`src/rtl/swd_tgt_pkg.sv`:
```
package swd_tgt_pkg;

  typedef enum logic [3:0] {
    ST_RESET,
    ST_IDLE,
    ST_HDR,
    ST_TRN_REQ,
    ST_ACK,
    ST_TRN_ACK,
    ST_RDATA,
    ST_TRN_DAT,
    ST_WDATA,
    ST_LOCK
  } eng_state_e;

  // acknowledge words, bit 0 goes out first
  localparam logic [2:0] ACK_OK    = 3'b001;
  localparam logic [2:0] ACK_WAIT  = 3'b010;
  localparam logic [2:0] ACK_FAULT = 3'b100;

  typedef struct packed {
    logic       ap;
    logic       rd;
    logic [1:0] addr;
  } req_t;

  // framing check on a complete 8-bit request, bit 0 received first
  function automatic logic req_valid(input logic [7:0] h);
    return h[0] && ((^h[4:1]) == h[5]) && !h[6] && h[7];
  endfunction

endpackage

```
`src/rtl/swd_line_watch.sv`:
```
module swd_line_watch #(
  parameter int RESET_HIGH = 50,
  parameter int IDLE_LOW   = 2
) (
  input  logic clk,
  input  logic rst,
  input  logic line_i,
  output logic line_rst,
  output logic idle_ok
);
  localparam int HW = $clog2(RESET_HIGH + 1);
  localparam int LW = $clog2(IDLE_LOW + 1);

  logic [HW-1:0] hi_cnt;
  logic [LW-1:0] lo_cnt;

  always_ff @(posedge clk) begin
    if (rst) begin
      hi_cnt <= '0;
      lo_cnt <= '0;
    end else if (line_i) begin
      lo_cnt <= '0;
      if (hi_cnt != HW'(RESET_HIGH)) hi_cnt <= hi_cnt + 1'b1;
    end else begin
      hi_cnt <= '0;
      if (lo_cnt != LW'(IDLE_LOW)) lo_cnt <= lo_cnt + 1'b1;
    end
  end

  // this sample is one more than the threshold of consecutive highs
  assign line_rst = line_i && (hi_cnt == HW'(RESET_HIGH));
  assign idle_ok  = !line_i && (lo_cnt >= LW'(IDLE_LOW - 1));

endmodule

```
`src/rtl/swd_reg_bank.sv`:
```
module swd_reg_bank #(
  parameter int          DW      = 32,
  parameter int          AW      = 2,
  parameter logic [31:0] ID_CODE = 32'h2BA01477
) (
  input  logic          clk,
  input  logic          rst,
  input  logic          wr_en,
  input  logic          par_err,
  input  logic          ap,
  input  logic [AW-1:0] addr,
  input  logic [DW-1:0] wr_data,
  output logic [DW-1:0] rd_data
);
  localparam int DEPTH = 2 << AW;

  logic [DW-1:0] mem [DEPTH];
  logic [DW-1:0] mem_q;
  logic          fault_flag;
  logic          sel_id_q, sel_stat_q;
  logic          dp_low;

  assign dp_low = !ap && (addr < AW'(2));

  // scratch storage: plain write port plus registered read
  always_ff @(posedge clk) begin
    if (wr_en && !dp_low) mem[{ap, addr}] <= wr_data;
    mem_q      <= mem[{ap, addr}];
    sel_id_q   <= !ap && (addr == AW'(0));
    sel_stat_q <= !ap && (addr == AW'(1));
  end

  always_ff @(posedge clk) begin
    if (rst)                                     fault_flag <= 1'b0;
    else if (par_err)                            fault_flag <= 1'b1;
    else if (wr_en && !ap && (addr == AW'(0)))   fault_flag <= 1'b0;
  end

  always_comb begin
    if (sel_id_q)        rd_data = DW'(ID_CODE);
    else if (sel_stat_q) rd_data = DW'(fault_flag);
    else                 rd_data = mem_q;
  end

endmodule

```
`src/rtl/swd_target.sv`:
```
module swd_target
  import swd_tgt_pkg::*;
#(
  parameter int          DW         = 32,
  parameter int          RESET_HIGH = 50,
  parameter int          IDLE_LOW   = 2,
  parameter logic [31:0] ID_CODE    = 32'h2BA01477
) (
  input  logic clk,
  input  logic rst,
  input  logic line_i,
  output logic line_o,
  output logic line_oe
);
  localparam int CW = $clog2(DW + 2);

  eng_state_e      state;
  logic [CW-1:0]   cnt;
  logic [6:0]      hdr;
  req_t            req;
  logic [2:0]      ack_r;
  logic [DW:0]     sr;
  logic            id_ok;
  logic            line_rst, idle_ok;
  logic [7:0]      hdr_full;
  logic [DW:0]     wr_word;
  logic            wdat_last, wr_en, par_err, grant, is_id;
  logic [DW-1:0]   rd_data;

  swd_line_watch #(.RESET_HIGH(RESET_HIGH), .IDLE_LOW(IDLE_LOW)) watch_i (
    .clk(clk), .rst(rst), .line_i(line_i), .line_rst(line_rst), .idle_ok(idle_ok)
  );

  swd_reg_bank #(.DW(DW), .AW(2), .ID_CODE(ID_CODE)) bank_i (
    .clk(clk), .rst(rst), .wr_en(wr_en), .par_err(par_err), .ap(req.ap),
    .addr(req.addr), .wr_data(wr_word[DW-1:0]), .rd_data(rd_data)
  );

  always_comb begin
    hdr_full  = {line_i, hdr};
    wr_word   = {line_i, sr[DW:1]};
    wdat_last = (state == ST_WDATA) && (cnt == CW'(DW));
    wr_en     = wdat_last && ((^wr_word[DW-1:0]) == wr_word[DW]);
    par_err   = wdat_last && ((^wr_word[DW-1:0]) != wr_word[DW]);
    is_id     = !req.ap && req.rd && (req.addr == 2'd0);
    grant     = id_ok || is_id;
  end

  always_ff @(posedge clk) begin
    if (rst) begin
      state   <= ST_RESET;
      cnt     <= '0;
      hdr     <= '0;
      req     <= '0;
      ack_r   <= '0;
      sr      <= '0;
      id_ok   <= 1'b0;
      line_o  <= 1'b0;
      line_oe <= 1'b0;
    end else if (line_rst) begin
      state   <= ST_RESET;
      line_oe <= 1'b0;
      id_ok   <= 1'b0;
    end else begin
      case (state)
        ST_RESET: if (idle_ok) state <= ST_IDLE;
        ST_IDLE: if (line_i) begin
          hdr   <= {1'b1, 6'b0};
          cnt   <= CW'(1);
          state <= ST_HDR;
        end
        ST_HDR: begin
          if (cnt == CW'(7)) begin
            if (req_valid(hdr_full)) begin
              req   <= '{ap: hdr_full[1], rd: hdr_full[2], addr: hdr_full[4:3]};
              state <= ST_TRN_REQ;
            end else begin
              state <= ST_LOCK;
            end
          end else begin
            hdr <= {line_i, hdr[6:1]};
            cnt <= cnt + 1'b1;
          end
        end
        ST_TRN_REQ: begin
          ack_r   <= grant ? ACK_OK : ACK_FAULT;
          line_o  <= grant;
          line_oe <= 1'b1;
          cnt     <= CW'(1);
          state   <= ST_ACK;
          if (is_id) id_ok <= 1'b1;
        end
        ST_ACK: begin
          if (cnt == CW'(3)) begin
            line_oe <= 1'b0;
            cnt     <= '0;
            state   <= (ack_r == ACK_OK && !req.rd) ? ST_WDATA : ST_TRN_ACK;
          end else begin
            line_o <= ack_r[cnt[1:0]];
            cnt    <= cnt + 1'b1;
          end
        end
        ST_TRN_ACK: begin
          if (ack_r != ACK_OK) begin
            state <= ST_IDLE;
          end else begin
            line_oe <= 1'b1;
            line_o  <= rd_data[0];
            sr      <= {1'b0, ^rd_data, rd_data[DW-1:1]};
            cnt     <= '0;
            state   <= ST_RDATA;
          end
        end
        ST_RDATA: begin
          if (cnt == CW'(DW)) begin
            line_oe <= 1'b0;
            state   <= ST_TRN_DAT;
          end else begin
            line_o <= sr[0];
            sr     <= {1'b0, sr[DW:1]};
            cnt    <= cnt + 1'b1;
          end
        end
        ST_TRN_DAT: state <= ST_IDLE;
        ST_WDATA: begin
          sr <= wr_word;
          if (cnt == CW'(DW)) state <= ST_IDLE;
          else                cnt   <= cnt + 1'b1;
        end
        ST_LOCK: state <= ST_LOCK;
        default: state <= ST_RESET;
      endcase
    end
  end

endmodule

```
`config.mk`:
```
export PLATFORM = sky130hd
export DESIGN_NAME = swd_target
export DESIGN_NICKNAME = d
export VERILOG_FILES = /design/src/rtl/swd_tgt_pkg.sv /design/src/rtl/swd_line_watch.sv /design/src/rtl/swd_reg_bank.sv /design/src/rtl/swd_target.sv
export SDC_FILE = /design/constraint.sdc
export NUM_CORES = 1
export LEC_CHECK = 0
export CAP_MARGIN = 0
export CELL_PAD_IN_SITES_DETAIL_PLACEMENT = 0
export CELL_PAD_IN_SITES_GLOBAL_PLACEMENT = 1
export CORE_MARGIN = 2
export CORE_UTILIZATION = 25
export CTS_CLUSTER_DIAMETER = 120
export DETAILED_ROUTE_END_ITERATION = 10
export PLACE_DENSITY = 0.41
export SYNTH_ARGS = -nofsm -noshare
export SYNTH_HDL_FRONTEND = slang
export SYNTH_SLANG_ARGS = --single-unit
export TNS_END_PERCENT = 100
```
`constraint.sdc`:
```
create_clock -name clk -period 4.5 [get_ports clk]
set_clock_uncertainty 0.05 [all_clocks]
set_input_delay 0.45 -clock clk [delete_from_list [all_inputs] [get_ports clk]]
set_output_delay 0.45 -clock clk [all_outputs]
set_load 0.01 [all_outputs]
```
### After elaboration in Yosys (flattened, before gate mapping)

Memories as Yosys holds them, arrays and structs flattened. A register that Yosys moved wholly into a read port is not among the register bits.
Cells that the tools add are included.

| storage, ports and cells | value |
|---|---|
| bits in writable memories | 256 |
| memories | 1 |
| input bits | 3 |
| output and inout port bits | 2 |
| flip-flop bits (word level) | 71 |

Memories:

| memory | words | bits a word | read ports | clocked after memory_dff | write ports | RTL line | text |
|---|---|---|---|---|---|---|---|
| bank_i.mem | 8 | 32 | 1 | 1 | 1 | swd_reg_bank.sv:17 | `logic [DW-1:0] mem [DEPTH];` |

| cells by class | value |
|---|---|
| add/subtract/negate cells | 3 |
| multiplexer cells | 39 |
| bitwise operators | 2 |
| reduce and logical (&&, ||, !) cells | 46 |
| eq/ne operators | 32 |
| order comparisons | 3 |

Operators by type and width:

| operator | number |
|---|---|
| $pmux W33 S3 | 1 |
| $mux W33 | 2 |
| $mux W32 | 2 |
| $reduce_xor A32 Y1 | 2 |
| $pmux W4 S10 | 1 |
| $pmux W6 S6 | 1 |
| $mux W4 | 8 |
| $mux W6 | 5 |
| $ne A2 B2 Y1 const B | 11 |
| $logic_and A1 B1 Y1 | 17 |
| $eq A4 B3 Y1 const B | 4 |
| $reduce_and A4 Y1 | 4 |
| $mux W7 | 2 |
| $pmux W7 S2 | 1 |
| $add A6 B1 Y6 const B | 2 |
| $eq A6 B6 Y1 const B | 2 |
| $reduce_and A6 Y1 | 2 |
| $mux W1 | 11 |
| $eq A4 B2 Y1 const B | 2 |
| $eq A4 B4 Y1 const B | 2 |
| $pmux W1 S4 | 2 |
| $reduce_or A2 Y1 | 4 |
| $eq A6 B2 Y1 const B | 1 |
| $eq A6 B3 Y1 const B | 1 |
| other kinds (26) | 35 |

### Logic depth before layout (Yosys ltp)

Gate-level depths: netlist (run 1).

| depth | value |
|---|---|
| word-level depth | 8 |
| mapped depth | 10 |

### Hierarchy

A second synthesis (run 1) with hierarchy kept.

| unflattened totals | value |
|---|---|
| cells, all modules | 964 |
| area total of the unflattened synthesis | 15061.9 sq um |

Modules (own cells, without submodules):

| module | times used | seq. area each (sq um) | area an instance (sq um) | cells each |
|---|---|---|---|---|
| swd_reg_bank | 1 | 8388.0 | 10845.4 | 470 |
| swd_target | 1 | 1181.1 | 3808.7 | 451 |
| swd_line_watch | 1 | 160.2 | 407.9 | 43 |

### Worst setup path before layout (run 1)

No wires, ideal clock.

| timing path | value |
|---|---|
| path kind | input -> register |
| start point | input line_i |
| end point | memory bank_i.mem[4][0] (enable) |
| stages on the path | 7 |
| arrival time | 3.892 ns |
| buffers on the path | 0 |
| path slack | 0.097 ns |
| cells stage by stage | xnor2_1 -> xnor2_1 -> xnor2_1 -> xnor3_1 -> xnor2_1 -> nand3b_1 -> nor3_1 |

| on the way | value |
|---|---|
| cells in the longest elaborated chain, start to end | 5 |

Ends and longest elaborated chain:

| what | RTL line | text |
|---|---|---|
| start: declaration | swd_target.sv:11 | `input logic line_i,` |
| $eq A1 B1 Y1 | swd_target.sv:43 | `wr_en = wdat_last && ((^wr_word[DW-1:0]) == wr_word[DW]);` |
| $logic_and A1 B1 Y1 | swd_target.sv:43 |  |
| $logic_and A1 B1 Y1 | swd_reg_bank.sv:27 | `if (wr_en && !dp_low) mem[{ap, addr}] <= wr_data;` |
| $mux W1 | swd_reg_bank.sv:27 |  |
| $mux W1 (implied by the code) | swd_reg_bank.sv:27 |  |
| end: declaration | swd_reg_bank.sv:17 |  |

No other way between the ends.

### Worst setup path after layout (run 1)

| timing path | value |
|---|---|
| start point | register sr[32] |
| end point | memory bank_i.mem[7][24] (enable) |

| on the way | value |
|---|---|
| cells in the longest elaborated chain, start to end | 6 |

Ends and longest elaborated chain:

| what | RTL line | text |
|---|---|---|
| start: declaration | swd_target.sv:22 | `logic [DW:0] sr;` |
| start signal: assignment | swd_target.sv:109 | `sr <= {1'b0, ^rd_data, rd_data[DW-1:1]};` |
| start signal: assignment | swd_target.sv:120 | `sr <= {1'b0, sr[DW:1]};` |
| start signal: assignment | swd_target.sv:126 | `sr <= wr_word;` |
| $reduce_xor A32 Y1 | swd_target.sv:43 |  |
| $eq A1 B1 Y1 | swd_target.sv:43 |  |
| $logic_and A1 B1 Y1 | swd_target.sv:43 |  |
| $logic_and A1 B1 Y1 | swd_reg_bank.sv:27 |  |
| $mux W1 | swd_reg_bank.sv:27 |  |
| $mux W1 (implied by the code) | swd_reg_bank.sv:27 |  |

No other way between the ends.

==> results by group, run 1 <==
Status
  – Status: completed

Synth
  – Post-Syn Area: 14600 sq um
  – Synth area leaders: edfxtp_1 (53%), dfxtp_1 (14%), mux4_2 (9.9%)
  – Ys flop type: edfxtp_1
  – Post-synth ARST share: 0%
  – Seq/Total Area, Yosys: 66.6%
  – Post-synth EDFFs: 256
  – Gate Count Post-Synth: 949
  – Yosys warnings: 0
  – Syn Area/Cell: 15.4 sq um
  – Most frequent cells after synthesis: edfxtp_1 (256), dfxtp_1 (102), nand2_1 (70)
  – Yosys top cell by area: edfxtp_1
  – Synth cell types: 63
  – Seq cells post-synth: 358
  – Yosys top cell area share: 52.6%
  – Most numerous cell in the Yosys netlist: edfxtp_1

Setup path
  – Worst path arrival time: 3.45 ns
  – R2r endpoint: bank_i.mem[7][24]
  – R2r setup slk: 1.27 ns
  – Crit. Startpoint: sr[32]
  – Critical path type: reg -> reg
  – Setup crit end kind: flip-flop
  – Required @ worst endpoint: 4.71 ns
  – Worst R2R Start: sr[32]
  – Register-to-Register Path Depth: 8
  – CP startpoint kind: flip-flop
  – Critical path fanouts, max: 17

Power
  – Pwr Density: 431 nW/um^2
  – LEAKAGE: 5.30 nW
  – Peak VDD IR: 0.206 mV
  – Total power: 7.51 mW

STA
  – Max Slew Vio Count: 0
  – Period minus WS final: 3.23 ns
  – FMAX: 309 MHz
  – Worst Tran Pin Value: 1.08 ns
  – Post-route setup slack: 1.27 ns
  – Fin crit share: 71.8%
  – Final hold violation count: 0
  – Max_slew headroom: 27.8%
  – TNS Setup: 0 ns
  – # setup viols final: 0
  – RSZ-0062 raised after global routing: false

Place
  – Routability cong.: 0.709
  – PortBufs: 4
  – DP Worst Slack: 0.764 ns
  – Post-DP HPWL: 22700 microns

Worst hold path
  – WHS Endpoint: req[1]
  – Hold Path Depth: 2
  – Hold Path Class: in -> reg
  – Min-delay src: rst

Job
  – MaxCap Viol Count: 0

Die
  – Full die area: 60400 sq um
  – Io pins: 5
  – Site Rows: 88
  – Die X: 246 microns
  – Core Region: 57700 sq um
  – Initial cell density of the core: 25.3%
  – Die height: 246 microns

Layout
  – Final #Nets: 1044
  – Syn-to-layout area delta: 19.2%
  – Layout cells sized above 1: 21.6%
  – Fin util: 30.2%
  – Antenna Cells: 0

Clock network
  – Worst skew pair latency: 0.56 ns
  – Root buffer cell: clkbuf_16
  – CTS Buf Count: 43
  – CTS max path bufs: 3
  – H-tree depth: 2
  – Clk sinks: 358
  – PostCTS Resize Cnt: 0
  – Hold Buf Count CTS: 0
  – Clock transition at path regs: 0.06 ns
  – CTS tree: done
  – Post-CTS Setup Bufs: 0

Global routing
  – Initial antenna violation count: 0
  – Gr usage total: 12.5%
  – First-pass GRT wire length: 56200 microns
  – GRT Residual Overflow: 0
  – Largest net degree at the start of global routing: 52
  – Vias in the first global route: 8435

Detailed routing
  – # DRC: 0
  – Vias post-DR: 7974
  – Routed WL: 36800 microns
  – Initial DRC count: 535
  – Avg WL per Cell: 20.1 microns
  – TritonRoute pass-1 iters: 5
  – Routed Antenna Nets: 0
  – Via-per-instance ratio: 4.35
layout make-up:
class / instances / area (sq um)
Fill cell: 5834 / 40300
Sequential cell: 358 / 9740
Multi-Input combinational cell: 590 / 4870
Clock buffer: 56 / 1190
Tap cell: 765 / 957
Clock inverter: 24 / 344
Timing Repair Buffer: 33 / 290
Inverter: 9 / 33.8
worst max-delay path by stage:
stage / to / slack, ns / cells after the start
global route: bank_i.mem[3][7] / 1.01 / 8
global placement: bank_i.mem[7][14] / 0.74 / 9
detailed placement: bank_i.mem[3][14] / 0.76 / 9
finish: bank_i.mem[7][24] / 1.27 / 8
floorplan: bank_i.mem[4][0] / 0.1 / 7
CTS: bank_i.mem[3][30] / 1.19 / 8
per-layer routing:
layer  wire [microns]  part of all wire (%)  global-route usage, %
met4              804                   2.2                   3.73
met2            16600                    45                   19.3
met3             1220                   3.3                   2.48
met1            18200                    49                   17.8
met5                0                     0                      0
critical path: stages, from the launching register on:
cell and delay, ns:
dfxtp_1 0.59, xnor2_1 0.15, xnor2_1 0.30, xnor2_1 0.18
xnor3_1 0.44, xnor2_1 0.16, nor2b_1 0.19, and4_2 0.61
buf_12 0.23
registers in the layout (all words and copies together) (netlist names), 2 cells and up:
name	flops
bank_i.mem	256
watch_i.lo_cnt	2
watch_i.hi_cnt	6
ack_r	2
bank_i.mem_q	32
cnt	6
state	4
hdr	7
sr	33
req	4
where the power goes:
| part | leakage, nW | total, mW | switching (mW) | internal (mW) |
|---|---|---|---|---|
| Clock | 0.746 | 3.74 | 1.41 | 2.33 |
| Sequential | 3.02 | 3.57 | 0.0311 | 3.54 |
| Combinational | 1.53 | 0.199 | 0.110 | 0.0898 |
cells by family (layout without fill, tap and decap cells):
kind of cell	Yosys count	count (layout)	share of synthesized area (%)
muxes	107	107	13.1
buffers and inverters	64	122	1.90
AOI/OAI and AO/OA	119	119	5.74
xor gates and xnor gates	71	71	4.44
other	1	64	0.0257
and+or+nand+nor	223	223	7.71
adders and majority gates	6	6	0.514
DFF	358	358	66.6
cell usage in the layout (no fill, tap or decap), types with 3 or more instances in the layout:
cell,synthesis,routed
a211oi_1,4,4
a21o_1,3,3
a21oi_1,50,50
a311oi_1,8,8
a311oi_2,10,10
and3_1,5,5
buf_12,0,3
buf_4,2,26
bufinv_16,0,8
clkbuf_1,32,8
clkbuf_16,0,44
clkbuf_8,0,4
clkdlybuf4s50_1,0,3
clkinv_1,0,3
clkinv_2,0,7
conb_1,1,64
dfxtp_1,102,99
edfxtp_1,256,256
ha_1,6,6
inv_1,9,9
mux2_2,33,33
mux2i_1,10,10
mux4_2,64,64
nand2_1,70,70
nand2b_1,12,12
nand3_1,36,36
nand3b_1,3,3
nor2_1,50,48
nor2b_1,5,5
nor3_1,12,11
nor3_2,3,4
o211ai_1,14,14
o21ai_0,14,14
or3_1,3,3
or3b_1,3,3
xnor2_1,59,59
xor2_1,10,10
metrics by stage:
stage	instances	hold WS, ns	instance area (sq um)
global route	1835	0.297	17400
finish	1835	0.284	17400
CTS	1835	0.251	17400
floorplan	1012	0.382	14800
global placement	1755	0.401	15900
detailed placement	1755	0.405	15900
No activity file was read; power rests on OpenSTA's default activity.
==> run 2, diff against run 1 <==
- clock period: 4.5 -> 2.7 ns (I/O delays scaled with it)
==> run 2 against run 1 <==
Count of clock-buffer cells in the layout rose by 11. Design area rose by 4.0%. First-iteration DRC count shrank 18%. Die area did not move. Cell count increased by 3.8%. Sequential share of layout area is 2.0 points lower. Sequential cell count unchanged. Register-to-register slack got worse by 1.3 ns. Combinational power grew 91%. The run now ends with negative setup slack left.
==> results by group, run 2 (synthesis results as in run 1) <==
Clock network
  – CTS max path bufs: 3
  – Clk sinks: 358
  – Root buffer cell: clkbuf_16
  – CTS Buf Count: 43
  – Clock transition at path regs: 0.06 ns
  – H-tree depth: 2
  – CTS tree: done
  – Worst skew pair latency: 0.59 ns

Die
  – Initial cell density of the core: 25.3%
  – Io pins: 5
  – Core Region: 57700 sq um
  – Die height: 246 microns
  – Full die area: 60400 sq um
  – Die X: 246 microns
  – Site Rows: 88

Layout
  – Most common cell after layout, fill and taps aside: edfxtp_1
  – Multi-input logic area: 4970 sq um
  – Fin util: 31.4%
  – Antenna Cells: 0
  – Top reg by flops: bank_i.mem
  – Final #Nets: 1115
  – Most frequent cells in the layout: edfxtp_1 (256), dfxtp_1 (80), buf_4 (78)
  – Registers with the highest flip-flop counts: bank_i.mem (256), sr (33), bank_i.mem_q (32)
  – Syn-to-layout area delta: 23.9%
  – Layout cells sized above 1: 28.1%
  – Register area: 9760 sq um
  – Fin cells: 1905
  – Number of fill cells: 5721
  – Number of flip-flops in the largest register: 256

Detailed routing
  – Avg WL per Cell: 20.0 microns
  – TritonRoute pass-1 iters: 5
  – Routed Antenna Nets: 0
  – Via-per-instance ratio: 4.36
  – Vias post-DR: 8297
  – Routed WL: 38000 microns
  – # DRC: 0
  – Initial DRC count: 438

STA
  – FMAX: 370 MHz
  – RSZ-0062 raised after global routing: true
  – Max Slew Vio Count: 0
  – # setup viols final: 6
  – Post-route setup slack: -0.00358 ns
  – Period minus WS final: 2.70 ns
  – Final hold violation count: 0
  – Fin crit share: 100%
  – Worst Tran Pin Value: 0.771 ns
  – Max_slew headroom: 48.6%

Place
  – Post-DP HPWL: 24100 microns
  – PortBufs: 4
  – Cell Count Post-Placement: 1815
  – Routability cong.: 0.716

Global routing
  – First-pass GRT wire length: 57400 microns
  – Initial antenna violation count: 0
  – Vias in the first global route: 8712
  – Largest net degree at the start of global routing: 40
  – GRT Residual Overflow: 0
  – Gr usage total: 12.9%

Power
  – Pwr Density: 649 nW/um^2
  – Total power: 11.8 mW
  – Peak VDD IR: 0.442 mV
  – LEAKAGE: 5.66 nW

Worst hold path
  – Hold Path Class: in -> reg
  – Min-delay src: rst

Status
  – Status: finished, violations left
  – Failing checks: negative setup slack

Setup path
  – Worst path arrival time: 2.95 ns
  – CP startpoint kind: flip-flop
  – Crit. Startpoint: sr[13]
  – Critical path fanouts, max: 8
  – Required @ worst endpoint: 2.95 ns
  – Critical path type: reg -> reg
  – Setup crit end kind: flip-flop
  – Worst R2R Start: sr[13]

Job
  – MaxCap Viol Count: 0
-- run 2: changes by cell type in the layout (fill, tap and decap cells not counted), moves of 8 or more --
cell,previous run,this run
bufinv_16,8,0
dfxtp_2,1,20
xnor2_1,59,50
xnor2_2,0,9
clkbuf_1,8,21
buf_4,26,78
buf_12,3,14
dfxtp_1,99,80
-- run 2: worst max-delay path, cell delays in order, from the launching register on --
cell       delay [ns]
dfxtp_2          0.33
xnor2_2          0.14
xnor2_2          0.15
xnor2_2          0.22
xnor3_1          0.45
xnor2_1          0.15
nand3b_1         0.18
buf_4            0.17
nor3_4           0.23
buf_6            0.18
clkbuf_16        0.17
-- run 2: power breakdown --
group	total, mW	internal [mW]	switching, mW
Combinational	0.380	0.174	0.206
Clock	5.43	3.08	2.35
Sequential	5.94	5.90	0.0453
-- run 2: layout make-up --
| type | instances | area share, % |
|---|---|---|
| clock buffer | 67 | 6.61 |
| sequential | 358 | 53.9 |
| clock inverter | 12 | 0.684 |
| tap | 765 | 5.29 |
| inverter | 9 | 0.187 |
| multi-input combinational | 590 | 27.4 |
| timing repair buffer | 104 | 5.89 |
-- run 2: routing by layer --
metal  share of wire (%)  up-vias  track usage, %
li1                    -     3886               -
met1                  48     4233            17.8
met2                  47      112            20.7
met3                 2.9       66            1.89
met4                 2.4        0            4.28
met5                   0        -               0
-- run 2: stage by stage --
step | hold slack (ns) | TNS [ns] | worst slack (ns) | area (sq um)
2_1_floorplan | 0.382 | -29.85 | -0.356 | 14900
3_3_place_gp | 0.395 | -65.87 | -0.388 | 16600
3_5_place_dp | 0.401 | -64.74 | -0.385 | 16600
4_1_cts | 0.187 | 0 | 0.00795 | 18000
5_1_grt | 0.222 | -3.89 | -0.0815 | 18100
6_report | 0.198 | -0.0115 | -0.00358 | 18100
-- run 2: path summary, 6_finish.rpt --
| path | endpoint | slack, ns | cells past startpoint |
|---|---|---|---|
| max reg2reg | bank_i.mem[4][15] | -0.004 | 10 |
| max | bank_i.mem[4][15] | -0.004 | 10 |
| min | line_o | 0.20 | 2 |
| min reg2reg | bank_i.fault_flag | 0.40 | 2 |
-- run 2: timing repair --
action                                  CTS  global route
endpoints found under the setup margin  174           140
pin swaps                                 2             3
buffers inserted                          2             4
cloned                                    1             4
hold endpoints to repair                  0             0
hold buffers                              0             0
gates resized for setup                   6             5
==> run 3, diff against run 2 <==
- CORE_ASPECT_RATIO: default -> 2
==> run 3 against run 2 <==
Total power fell by 5.7%. Via count fell by 1.4%. Highest routed layer unchanged. The run now ends clean. Largest power group unchanged. Sequential cell count did not move. Global-route usage is 0.64 points higher. Die area increased by 0.20%. Worst hold slack better by 0.041 ns.
==> results by group, run 3 (synthesis results as in run 1) <==
Status
  – Status: completed

Setup path
  – Setup crit end kind: flip-flop
  – CP peak stage delay: 0.43 ns
  – Critical path type: reg -> reg
  – Slowest CP cell: xnor3_1
  – Critical path fanouts, max: 8
  – CP startpoint kind: flip-flop
  – Required @ worst endpoint: 2.90 ns
  – Worst path arrival time: 2.88 ns
  – Worst-path cell chain: xnor2_4, xnor2_2, xnor2_1, xnor3_1, xnor2_1, nand3b_1, buf_4, nor3b_4, buf_4, clkbuf_16

Place
  – Post-DP HPWL: 27400 microns
  – PortBufs: 4
  – Post-DP Area: 16600 sq um
  – Cell Count Post-Placement: 1818
  – Routability cong.: 0.729

Clock network
  – Clk sinks: 358
  – H-tree depth: 2
  – Hold Buf Count CTS: 0
  – Root buffer cell: clkbuf_16
  – CTS max path bufs: 3
  – CTS Buf Count: 34
  – Clock transition at path regs: 0.07 ns
  – Worst skew pair latency: 0.54 ns
  – CTS tree: done

STA
  – FMAX: 374 MHz
  – Fin crit share: 99.1%
  – RSZ-0062 raised after global routing: true
  – Max Slew Vio Count: 0
  – TNS Setup: 0 ns
  – # setup viols final: 0
  – Final hold violation count: 0
  – Max_slew headroom: 45.8%
  – Worst Tran Pin Value: 0.814 ns
  – Period minus WS final: 2.68 ns

Layout
  – Most common cell after layout, fill and taps aside: edfxtp_1
  – Antenna Cells: 0
  – Fin util: 31.0%
  – Top reg by flops: bank_i.mem
  – Syn-to-layout area delta: 22.9%
  – Final #Nets: 1113
  – Number of flip-flops in the largest register: 256
  – Layout cells sized above 1: 28.6%
  – Final Instance Area: 18000 sq um
  – Registers with the highest flip-flop counts: bank_i.mem (256), sr (33), bank_i.mem_q (32)
  – Fin cells: 1891
  – Most frequent cells in the layout: edfxtp_1 (256), dfxtp_1 (80), buf_4 (80)

Die
  – Die height: 346 microns
  – Full die area: 60500 sq um
  – Core Region: 57900 sq um
  – Site Rows: 125
  – Die X: 175 microns
  – Initial cell density of the core: 25.3%
  – Io pins: 5

Power
  – LEAKAGE: 5.61 nW
  – Total power: 11.1 mW
  – P_int: 8.68 mW
  – Peak VDD IR: 0.555 mV
  – Flop pwr share: 53.5%
  – Pwr Density: 618 nW/um^2
  – Logic gate share of total power: 3.4%
  – Switching Fraction: 21.7%
  – Net Switching: 2.41 mW
  – Clock power share: 43.1%

Job
  – MaxCap Viol Count: 0

Detailed routing
  – Via-per-instance ratio: 4.33
  – Avg WL per Cell: 21.3 microns
  – Routed Antenna Nets: 0
  – Routed WL: 40300 microns
  – Initial DRC count: 327
  – TritonRoute pass-1 iters: 4
  – # DRC: 0
  – Vias post-DR: 8180

Global routing
  – Largest net degree at the start of global routing: 36
  – First-pass GRT wire length: 59800 microns
  – Vias in the first global route: 8962
  – Gr usage total: 13.5%
  – GRT Residual Overflow: 0
  – Initial antenna violation count: 0

Worst hold path
  – Hold Path Class: in -> reg
run 3: cell count changes in the layout (fill, tap and decap cells not counted), sizes merged:
cell,change
clkinv,-2
clkbuf,-24
buf,+10
bufinv,+2
clkinvlp,+3
bufbuf,-1
inv,+1
run 3: cell type report:
type | instances | area [sq um]
inverters | 9 | 33.8
clock buffers | 45 | 923
flip-flops and latches | 358 | 9760
repair buffers | 111 | 1150
multi-input cells | 590 | 4990
well taps | 762 | 953
clock inverters | 16 | 141
fillers | 5865 | 39900
run 3: power groups by stage:
stage / clock, mW / sequential, mW / combinational [mW]
floorplan: 0 / 6.04 / 0.262
finish: 4.78 / 5.94 / 0.372
global route: 5.15 / 5.94 / 0.412
global placement: 0 / 6.06 / 0.375
CTS: 4.98 / 5.94 / 0.379
detailed placement: 0 / 6.06 / 0.372
run 3: metrics by stage:
step	hold WS, ns	setup slack (ns)
floorplan	0.382	-0.356
global placement	0.395	-0.296
detailed placement	0.397	-0.238
CTS	0.269	0.00181
global route	0.288	-0.0582
finish	0.239	0.0246
run 3: path summary, 6_finish.rpt:
kind	start	to	slack, ns	depth (start not counted)
max reg2reg	sr[32]	bank_i.mem[6][20]	0.02	10
min reg2reg	bank_i.fault_flag	bank_i.fault_flag	0.41	2
min	rst	line_o	0.24	2
max	sr[32]	bank_i.mem[6][20]	0.02	10
run 3: worst max-delay path: cells and delay by family, from the launching register on:
| family | cells | cell delay (ns) |
|---|---|---|
| xor gates and xnor gates | 5 | 1.10 |
| buffers and inverters | 3 | 0.50 |
| and+or+nand+nor | 2 | 0.39 |
| DFF | 1 | 0.35 |
run 3: what timing repair did:
| action | 4_1_cts | 5_1_grt |
|---|---|---|
| pin swaps | 4 | 5 |
| gates resized for setup | 10 | 9 |
| cloned | 2 | 2 |
| setup endpoints to repair | 128 | 196 |
| buffers inserted | 4 | 4 |
run 3: per-layer routing:
layer  wire (microns)  track usage [%]  part of all wire, %
met5                0                0                    0
met4             1480             5.56                  3.7
met3              779             1.44                  1.9
met2            23500             27.0                   58
met1            14600             14.0                   36
